**config.mk**
```make
export PLATFORM = sky130hd
export DESIGN_NAME = acq_scan_seq
export DESIGN_NICKNAME = d
export VERILOG_FILES = /design/src/rtl/acq_scan_pkg.sv /design/src/rtl/acq_scan_ctrl.sv /design/src/rtl/acq_win_addr.sv /design/src/rtl/acq_byte_wr.sv /design/src/rtl/acq_scan_seq.sv
export SDC_FILE = /design/constraint.sdc
export NUM_CORES = 1
export LEC_CHECK = 0
export CORE_ASPECT_RATIO = 2
export CORE_MARGIN = 1.5
export CORE_UTILIZATION = 48
export DETAILED_ROUTE_END_ITERATION = 7
export DONT_BUFFER_PORTS = 1
export GPL_TIMING_DRIVEN = 0
export SLEW_MARGIN = 20
export SYNTH_ARGS = -nofsm -noshare
export SYNTH_HDL_FRONTEND = slang
export SYNTH_SLANG_ARGS = --single-unit
```
**constraint.sdc**
```tcl
create_clock -name clk -period 2.8 [get_ports clk]
set_clock_uncertainty 0.1 [all_clocks]
set_input_delay 0.14 -clock clk [delete_from_list [all_inputs] [get_ports clk]]
set_output_delay 0.14 -clock clk [all_outputs]
set_load 0.005 [all_outputs]
```
**src/rtl/acq_scan_pkg.sv**
```systemverilog
package acq_scan_pkg;

    // Channel transaction phases
    typedef enum logic [2:0] {
        CS_IDLE   = 3'd0,
        CS_SETTLE = 3'd1,
        CS_SOC    = 3'd2,
        CS_WAIT   = 3'd3,
        CS_READ   = 3'd4,
        CS_WRITE  = 3'd5,
        CS_NEXT   = 3'd6
    } ctrl_st_e;

    // Per-byte buffer write phases
    typedef enum logic [1:0] {
        WS_IDLE   = 2'd0,
        WS_SETUP  = 2'd1,
        WS_STROBE = 2'd2,
        WS_HOLD   = 2'd3
    } wr_st_e;

endpackage

```
**src/rtl/acq_scan_ctrl.sv**
```systemverilog
module acq_scan_ctrl
    import acq_scan_pkg::*;
#(
    parameter int NCH   = 16,
    parameter int CH_W  = 4,
    parameter int SMP_W = 16,
    parameter int SET_W = 8,
    parameter int RD_W  = 4
) (
    input  logic             clk,
    input  logic             rst_n,
    input  logic             run_i,
    input  logic [SET_W-1:0] settle_i,
    input  logic [RD_W-1:0]  rd_len_i,
    input  logic             eoc_n_i,
    input  logic [SMP_W-1:0] adc_data_i,
    input  logic             wr_done_i,
    output logic [CH_W-1:0]  chan_o,
    output logic             soc_o,
    output logic             rd_n_o,
    output logic             wr_req_o,
    output logic [SMP_W-1:0] sample_o
);

    localparam int CNT_W = (SET_W > RD_W) ? SET_W : RD_W;
    localparam logic [CH_W-1:0] LAST_CH = CH_W'(NCH - 1);

    typedef struct packed {
        ctrl_st_e           st;
        logic [CH_W-1:0]    chan;
        logic [CNT_W-1:0]   cnt;
        logic [SMP_W-1:0]   smp;
    } ctrl_t;

    ctrl_t d, q;

    always_comb begin
        d = q;
        unique case (q.st)
            CS_IDLE: begin
                if (run_i) begin
                    d.st  = CS_SETTLE;
                    d.cnt = CNT_W'(settle_i);
                end
            end
            CS_SETTLE: begin
                if (q.cnt == '0) d.st = CS_SOC;
                else             d.cnt = q.cnt - 1'b1;
            end
            CS_SOC: d.st = CS_WAIT;
            CS_WAIT: begin
                if (!eoc_n_i) begin
                    d.st  = CS_READ;
                    d.cnt = (rd_len_i == '0) ? '0 : CNT_W'(rd_len_i - 1'b1);
                end
            end
            CS_READ: begin
                if (q.cnt == '0) begin
                    d.smp = adc_data_i;
                    d.st  = CS_WRITE;
                end else begin
                    d.cnt = q.cnt - 1'b1;
                end
            end
            CS_WRITE: begin
                if (wr_done_i) d.st = CS_NEXT;
            end
            CS_NEXT: begin
                d.chan = (q.chan == LAST_CH) ? '0 : q.chan + 1'b1;
                if (run_i) begin
                    d.st  = CS_SETTLE;
                    d.cnt = CNT_W'(settle_i);
                end else begin
                    d.st = CS_IDLE;
                end
            end
            default: d.st = CS_IDLE;
        endcase
    end

    always_ff @(posedge clk or negedge rst_n) begin
        if (!rst_n) q <= '0;
        else        q <= d;
    end

    assign chan_o   = q.chan;
    assign soc_o    = (q.st == CS_SOC);
    assign rd_n_o   = (q.st != CS_READ);
    assign wr_req_o = (q.st == CS_WRITE);
    assign sample_o = q.smp;


    soc_pulse_chk: assert property (@(posedge clk) disable iff (!rst_n)
        soc_o |=> !soc_o);


    soc_mux_hold_chk: assert property (@(posedge clk) disable iff (!rst_n)
        soc_o |-> $stable(chan_o));


    chan_step_chk: assert property (@(posedge clk) disable iff (!rst_n)
        (chan_o != $past(chan_o)) |->
        (chan_o == (($past(chan_o) == LAST_CH) ? CH_W'(0) : CH_W'($past(chan_o) + 1'b1))));


    rd_after_eoc_chk: assert property (@(posedge clk) disable iff (!rst_n)
        $fell(rd_n_o) |-> $past(!eoc_n_i));

endmodule

```
**src/rtl/acq_win_addr.sv**
```systemverilog
module acq_win_addr #(
    parameter int NCH    = 16,
    parameter int CH_W   = 4,
    parameter int SIDX_W = 9
) (
    input  logic                   clk,
    input  logic                   rst_n,
    input  logic [CH_W-1:0]        chan_i,
    input  logic                   commit_i,
    input  logic [NCH-1:0]         clr_i,
    output logic [CH_W+SIDX_W-1:0] word_addr_o,
    output logic [NCH-1:0]         full_o
);

    typedef struct packed {
        logic [NCH-1:0][SIDX_W-1:0] idx;
        logic [NCH-1:0]             full;
    } win_t;

    win_t d, q;

    always_comb begin
        d = q;
        for (int i = 0; i < NCH; i++) begin
            if (clr_i[i]) d.full[i] = 1'b0;
            if (commit_i && (chan_i == CH_W'(i))) begin
                d.idx[i] = q.idx[i] + 1'b1;
                if (&q.idx[i]) d.full[i] = 1'b1;
            end
        end
    end

    always_ff @(posedge clk or negedge rst_n) begin
        if (!rst_n) q <= '0;
        else        q <= d;
    end

    assign word_addr_o = {chan_i, q.idx[chan_i]};
    assign full_o      = q.full;

    for (genvar g = 0; g < NCH; g++) begin : g_flag_chk

        full_set_chk: assert property (@(posedge clk) disable iff (!rst_n)
            $rose(full_o[g]) |-> ($past(commit_i) && ($past(chan_i) == CH_W'(g))));


        full_clr_chk: assert property (@(posedge clk) disable iff (!rst_n)
            (clr_i[g] && !(commit_i && (chan_i == CH_W'(g)))) |=> !full_o[g]);
    end

endmodule

```
**src/rtl/acq_byte_wr.sv**
```systemverilog
module acq_byte_wr
    import acq_scan_pkg::*;
#(
    parameter int ADDR_W = 14,
    parameter int BYTE_W = 8
) (
    input  logic                clk,
    input  logic                rst_n,
    input  logic                req_i,
    input  logic [ADDR_W-2:0]   word_addr_i,
    input  logic [2*BYTE_W-1:0] word_i,
    output logic [ADDR_W-1:0]   addr_o,
    output logic [BYTE_W-1:0]   data_o,
    output logic                we_n_o,
    output logic                done_o
);

    typedef struct packed {
        wr_st_e             st;
        logic               hi;
        logic [ADDR_W-1:0]  addr;
        logic [BYTE_W-1:0]  data;
    } wr_t;

    wr_t d, q;

    always_comb begin
        d = q;
        unique case (q.st)
            WS_IDLE: begin
                if (req_i) begin
                    d.st   = WS_SETUP;
                    d.hi   = 1'b0;
                    d.addr = {word_addr_i, 1'b0};
                    d.data = word_i[BYTE_W-1:0];
                end
            end
            WS_SETUP:  d.st = WS_STROBE;
            WS_STROBE: d.st = WS_HOLD;
            WS_HOLD: begin
                if (q.hi) begin
                    d.st = WS_IDLE;
                end else begin
                    d.st   = WS_SETUP;
                    d.hi   = 1'b1;
                    d.addr = {word_addr_i, 1'b1};
                    d.data = word_i[2*BYTE_W-1:BYTE_W];
                end
            end
            default: d.st = WS_IDLE;
        endcase
    end

    always_ff @(posedge clk or negedge rst_n) begin
        if (!rst_n) q <= '0;
        else        q <= d;
    end

    assign addr_o = q.addr;
    assign data_o = q.data;
    assign we_n_o = (q.st != WS_STROBE);
    assign done_o = (q.st == WS_HOLD) && q.hi;


    we_pulse_chk: assert property (@(posedge clk) disable iff (!rst_n)
        !we_n_o |=> we_n_o);


    we_setup_chk: assert property (@(posedge clk) disable iff (!rst_n)
        $fell(we_n_o) |-> ($stable(addr_o) && $stable(data_o)));


    we_hold_chk: assert property (@(posedge clk) disable iff (!rst_n)
        $rose(we_n_o) |-> ($stable(addr_o) && $stable(data_o)));

endmodule

```
**src/rtl/acq_scan_seq.sv**
```systemverilog
module acq_scan_seq #(
    parameter int NCH       = 16,
    parameter int WIN_BYTES = 1024,
    parameter int SMP_W     = 16,
    parameter int SET_W     = 8,
    parameter int RD_W      = 4,
    localparam int CH_W     = $clog2(NCH),
    localparam int OFF_W    = $clog2(WIN_BYTES),
    localparam int ADDR_W   = CH_W + OFF_W,
    localparam int BYTE_W   = SMP_W / 2
) (
    input  logic              clk,
    input  logic              rst_n,
    input  logic              run,
    input  logic [SET_W-1:0]  settle_len,
    input  logic [RD_W-1:0]   rd_len,
    output logic [CH_W-1:0]   mux_sel,
    output logic              adc_soc,
    input  logic              adc_eoc_n,
    output logic              adc_rd_n,
    input  logic [SMP_W-1:0]  adc_data,
    output logic [ADDR_W-1:0] buf_addr,
    output logic [BYTE_W-1:0] buf_data,
    output logic              buf_we_n,
    input  logic [NCH-1:0]    full_clr,
    output logic [NCH-1:0]    full_flags
);

    localparam int SIDX_W = OFF_W - 1;

    logic              wr_req;
    logic              wr_done;
    logic [SMP_W-1:0]  sample;
    logic [ADDR_W-2:0] word_addr;

    acq_scan_ctrl #(
        .NCH   (NCH),
        .CH_W  (CH_W),
        .SMP_W (SMP_W),
        .SET_W (SET_W),
        .RD_W  (RD_W)
    ) u_ctrl (
        .clk        (clk),
        .rst_n      (rst_n),
        .run_i      (run),
        .settle_i   (settle_len),
        .rd_len_i   (rd_len),
        .eoc_n_i    (adc_eoc_n),
        .adc_data_i (adc_data),
        .wr_done_i  (wr_done),
        .chan_o     (mux_sel),
        .soc_o      (adc_soc),
        .rd_n_o     (adc_rd_n),
        .wr_req_o   (wr_req),
        .sample_o   (sample)
    );

    acq_win_addr #(
        .NCH    (NCH),
        .CH_W   (CH_W),
        .SIDX_W (SIDX_W)
    ) u_win (
        .clk         (clk),
        .rst_n       (rst_n),
        .chan_i      (mux_sel),
        .commit_i    (wr_done),
        .clr_i       (full_clr),
        .word_addr_o (word_addr),
        .full_o      (full_flags)
    );

    acq_byte_wr #(
        .ADDR_W (ADDR_W),
        .BYTE_W (BYTE_W)
    ) u_wr (
        .clk         (clk),
        .rst_n       (rst_n),
        .req_i       (wr_req),
        .word_addr_i (word_addr),
        .word_i      (sample),
        .addr_o      (buf_addr),
        .data_o      (buf_data),
        .we_n_o      (buf_we_n),
        .done_o      (wr_done)
    );


    wr_chan_field_chk: assert property (@(posedge clk) disable iff (!rst_n)
        !buf_we_n |-> (buf_addr[ADDR_W-1 -: CH_W] == mux_sel));

endmodule

```
* After elaboration in Yosys (flattened, before gate mapping)
Index checks and enable logic that the tools add are counted.
Word-level totals: register bits 216, input bits 48, output and inout bits 45, word-level logic and storage cells 195
Operators by class: add/sub/neg operators 19, $lt $le $gt $ge 1, equal/unequal tests 35, multiplexer cells 68, reductions and logical operators 47
Operators with widths (number):
- $add 9x1->9 const B | 16
- $reduce_and 9->1 | 16
- $mux 1 | 50
- $pmux 23 s2 | 1
- $bmux 9 s4 | 1
- $eq 4x4->1 const B | 8
- $mux 8 | 4
- $mux 25 | 1
- $pmux 8 s3 | 1
- $mux 22 | 1
- $pmux 3 s7 | 1
- $logic_and 1x1->1 | 17
- $eq 4x3->1 const B | 4
- $mux 3 | 5
- $ne 2x2->1 const B | 6
- $eq 3x3->1 const B | 3
- $mux 9 | 1
- $eq 4x2->1 const B | 2
- $logic_not 4->1 | 2
- $logic_not 8->1 | 1
- $ne 2x1->1 const B | 4
- $pmux 2 s4 | 1
- $sub 8x1->8 const B | 1
- $eq 3x2->1 const B | 2
- 18 further kinds | 21

* Logic depth before layout (Yosys ltp)
depth in word-level cells 4, depth in mapped cells 9, mapped depth without buffers 7

* Cells and area by module
From an unflattened synthesis, not the netlist that was laid out.
Unflattened totals: cell total of the unflattened synthesis 1043, area, all modules 11970.2 µm²
Modules (own cells, without submodules):
- acq_win_addr | instances 1, cells each 738, area each 8643.3 µm², seq. area each 4003.8 µm²
- acq_scan_ctrl | instances 1, cells each 203, area each 2008.2 µm², seq. area each 775.7 µm²
- acq_byte_wr | instances 1, cells each 102, area each 1318.8 µm², seq. area each 625.6 µm²

* Least setup slack after synthesis
No wires, ideal clock.
kind register to register, start reg u_ctrl.q (netlist bit u_ctrl.chan_o[0]), end reg u_win.q[75] in the netlist's numbering, library setup time 0.123 ns, arrival 2.200 ns, required time 2.577 ns, setup slack 0.377 ns, cell stages (with the launch flop) 10, path buffers 2, period minus slack after synthesis 2.423 ns, cell sequence dfrtp_1 -> buf_1 -> buf_2 -> inv_1 -> ha_1 -> nand2_1 -> nor2_1 -> and4_1 -> nand3_1 -> xnor2_1
On the way: longest elaborated chain between the ends 2
RTL lines:
- start: declaration | RTL line acq_scan_ctrl.sv:35 | ctrl_t d, q;
- start signal: assignment | RTL line acq_scan_ctrl.sv:82 | if (!rst_n) q <= '0;
- start signal: assignment | RTL line acq_scan_ctrl.sv:83 | else q <= d;
- $eq 4x3->1 | RTL line acq_win_addr.sv:26 | if (commit_i && (chan_i == CH_W'(i))) begin
- $logic_and 1x1->1 | RTL line acq_win_addr.sv:26
- end signal: assignment | RTL line acq_win_addr.sv:34 | if (!rst_n) q <= '0;
- end signal: assignment | RTL line acq_win_addr.sv:35 | else q <= d;
- end: declaration | RTL line acq_win_addr.sv:20 | win_t d, q;
No other way between the ends. A chain may end at the register's enable or synchronous reset.

* Worst setup path in the final report
start reg u_ctrl.q (netlist bit u_ctrl.chan_o[0]), end reg u_win.q[111] in the netlist's numbering
On the way: longest elaborated chain between the ends 2
RTL lines (RTL line):
- $eq 4x4->1 | acq_win_addr.sv:26
- $logic_and 1x1->1 | acq_win_addr.sv:26
No other way between the ends.

==> impl_metrics.toml <==
[drt]
wl_um = 26850
vias = 7794
drtIter0Drc = 383
top_layer = "met4"
ant_nets = 0
vias_per_cell = 5.579
drt_first_pass_iters = 5
m1WireLength_um = 9673
post_drt_wl_per_cell_um = 19.22
wl_met2_um = 15110
route.detailed.drc = 0
met3_length_um = 872

[floorplanning]
die_width_um = 111.5
start_util_pct = 48.69
num_rows = 79
core_um2 = 23230
io_pins = 93
die_height_um = 220.1
die_area_um2 = 24550

[power]
vdd_drop_max_mv = 0.6973
p_comb_share_pct = 25.3
power_frac_seq_pct = 40.9
pwr_density_cell_nw_per_um2 = 698.6
intPower_w = 0.006295
power.leakage_nw = 5.941
p_clk_share_pct = 33.8
sw_frac_of_total_pct = 30.60
switchingPower_w = 0.002776

[cells_and_area]
final_common_cell = "dfrtp_1"
layout.nets = 1189
most-common-layout-cells = "dfrtp_1, nand2_1, xnor2_1"
diodes = 0
final_area_um2 = 12990
fin_cells = 1397
syn_to_final_growth_pct = 14.81
layout-drive-gt1-share_pct = 18.31

[place]
port_buffers = 0
place_ws_ps = -421.9
gp_congestion = 0.8527
hpwlAfterDp_um = 19690
place_area_um2 = 11660
dp.cells = 1307

[global_route]
grt_overflow = 0
grt_pass1_wl_um = 43490
antenna_found_initial = 0
grt_pass1_vias = 8174
grt_usage_pct = 22.82
grt_max_degree = 217

[cts]
clkTransAtPathRegs_ps = 60
cts_max_level = 1
hold_buffers = 46
cts_made_buffers = 21
clock_latency_ps = 530
root_buffer = "clkbuf_16"
cts_tree = "done"
clock_path_buffers = 3
clock-sinks = 216

[outcome]
violations = "negative hold slack"
status = "finished with violations"

[worst_setup_path]
required_ps = 3100
path_delay_family = "simple AND/OR/NAND/NOR gates"
crit_arrival_ps = 2930
crit_type = "register to register"
path_cells = "clkbuf_4, buf_2, inv_1, ha_1, nand2_2, nor3_4, and4_1, nand3_1, xnor2_1"
reg2reg_depth = 9
slowest_delay_ps = 500
startpoint_type = "register"
path_buf_inv = 3
rrSetupSlack_ps = 170
crit_slowest_cell = "dfrtp_1"
path_depth = 9
end_kind = "register"
cp_max_fo = 10

[timing]
period_minus_slack_ps = 2626
worst_pin_slew_ps = 787.0
hold_ws_ps = -788.5
hold_violations = 216
fmax_mhz = 380.7
relSlewSlack_pct = 47.53
slew_viol_final = 0
setup_ws_ps = 173.6
min_period_over_period_pct = 93.80
finalSetupViolCount = 0

[synth]
ys.flop_type = "dfrtp_1"
netlist_area_um2 = 11310
synth_nets = 1113
ys_warn_count = 0
ys_seq_elements = 216
avgSynthCellArea_um2 = 11.04
synth-edff-count = 0
synth_cells = 1024
synth.distinct_cells = 58
synthArstFlopShare_pct = 100.0
synth_seq_area_share_pct = 47.79

[hold_path]
min_path_type = "input port to asynchronous set/reset pin"

[run]
maxCapViolCount = 0
final cells by class:
type	instances	area (um^2)
Sequential cell	216	5405
Multi-Input combinational cell	702	5371
Tap cell	283	354.1
Inverter	31	116.4
Fill cell	2003	10240
Buffer	74	475.5
Timing Repair Buffer	54	533.0
Clock inverter	8	143.9
Clock buffer	29	585.6
what timing repair did:
item / 4_1_cts / 5_1_grt
setup endpoints to repair: 77 / 51
pin swaps: 1 / 4
endpoints found under the hold margin: 259 / 216
resized for setup: 8 / 12
buffers inserted: 2 / 6
Yosys cell counts, types with 2 or more instances:
cell type,n,share of area (%)
dfrtp_1,216,48
nand2_1,121,4.0
xnor2_1,80,6.2
nor2_1,73,2.4
nand3_1,50,2.2
buf_4,43,2.9
ha_1,41,4.5
mux2_2,41,4.1
mux4_2,36,7.2
o21ai_0,36,1.6
xor2_1,34,2.6
a21oi_1,31,1.4
inv_1,30,1.0
nand4_1,23,1.3
o22ai_1,19,1.1
and3_1,13,0.72
buf_2,12,0.53
clkbuf_1,12,0.40
or3_1,12,0.66
mux2_4,10,1.3
nand2b_1,10,0.55
mux2i_1,8,0.71
nor4_1,7,0.39
and4_1,6,0.46
buf_1,6,0.20
nor2b_1,5,0.28
nand3b_1,4,0.27
nor3_1,4,0.18
a22o_1,3,0.23
nor3_2,3,0.27
a211o_1,2,0.15
a22oi_1,2,0.13
and2_1,2,0.11
buf_6,2,0.20
o211ai_1,2,0.13
o31a_1,2,0.15
or2_2,2,0.11
worst reg2reg max path, cell delays in order, from the launching register on:
cell      delay [ps]
dfrtp_1          500
clkbuf_4         290
buf_2            250
inv_1            180
ha_1             180
nand2_2          170
nor3_4           280
and4_1           300
nand3_1          110
xnor2_1          130
layer usage:
layer / GRT usage (%) / vias up
met1: 24.52 / 3864
met2: 43.97 / 178
met5: 0 / -
li1: - / 3700
met3: 2.668 / 52
met4: 10.80 / 0
cell families (layout without fill, tap and decap cells):
family / Yosys count / after routing / share of synthesized area [%]
and+or+nand+nor: 342 / 342 / 14.59
DFF: 216 / 216 / 47.79
xor gates and xnor gates: 114 / 114 / 8.828
AOI/OAI and AO/OA: 110 / 110 / 5.753
buffers and inverters: 106 / 196 / 5.211
muxes: 95 / 95 / 13.29
adders and majority gates: 41 / 41 / 4.536
path summary, 6_finish.rpt:
kind                                                    from                              end
worst max-delay path            u_ctrl.chan_o[0]$_DFFE_PN0N_         u_win.q[111]$_DFFE_PN0P_
worst min-delay path                                   rst_n  u_ctrl.sample_o[12]$_DFFE_PN0P_
worst max register to register  u_ctrl.chan_o[0]$_DFFE_PN0N_         u_win.q[111]$_DFFE_PN0P_
worst min register to register      u_win.q[111]$_DFFE_PN0P_         u_win.q[111]$_DFFE_PN0P_
max in group asynchronous                              rst_n          u_win.q[84]$_DFFE_PN0P_
min in group clk                               settle_len[2]         u_ctrl.q[18]$_DFFE_PN0P_
stage by stage:
stage	setup TNS, ps	util [%]	hold slack [ps]	total power, W
after floorplan	0	-	-255.6	0.005422
after global routing	-2.418	55.90	-816.5	0.009584
final	0	55.90	-788.5	0.009071
after detailed placement	-12180	50.21	-248.5	0.005984
after CTS	-147.4	55.59	-814.6	0.009162
after global placement	-10210	50.21	-250.8	0.005933
flip-flops by register name, summed over array words and instances (netlist names):
signal           count
u_ctrl.chan_o        4
u_ctrl.q            11
u_win.full_o        16
u_wr.q               3
u_wr.data_o          8
u_ctrl.sample_o     16
u_wr.addr_o         14
u_win.q            144
power by group through the flow:
| stage | registers, W | logic (W) | clock network (W) |
|---|---|---|---|
| 2_1_floorplan | 0.00366 | 0.00176 | 0 |
| 3_3_place_gp | 0.00375 | 0.00219 | 0 |
| 3_5_place_dp | 0.00375 | 0.00223 | 0 |
| 4_1_cts | 0.00370 | 0.00231 | 0.00315 |
| 5_1_grt | 0.00374 | 0.00256 | 0.00328 |
| 6_report | 0.00371 | 0.00230 | 0.00307 |
(Power assumes the default switching activity.)
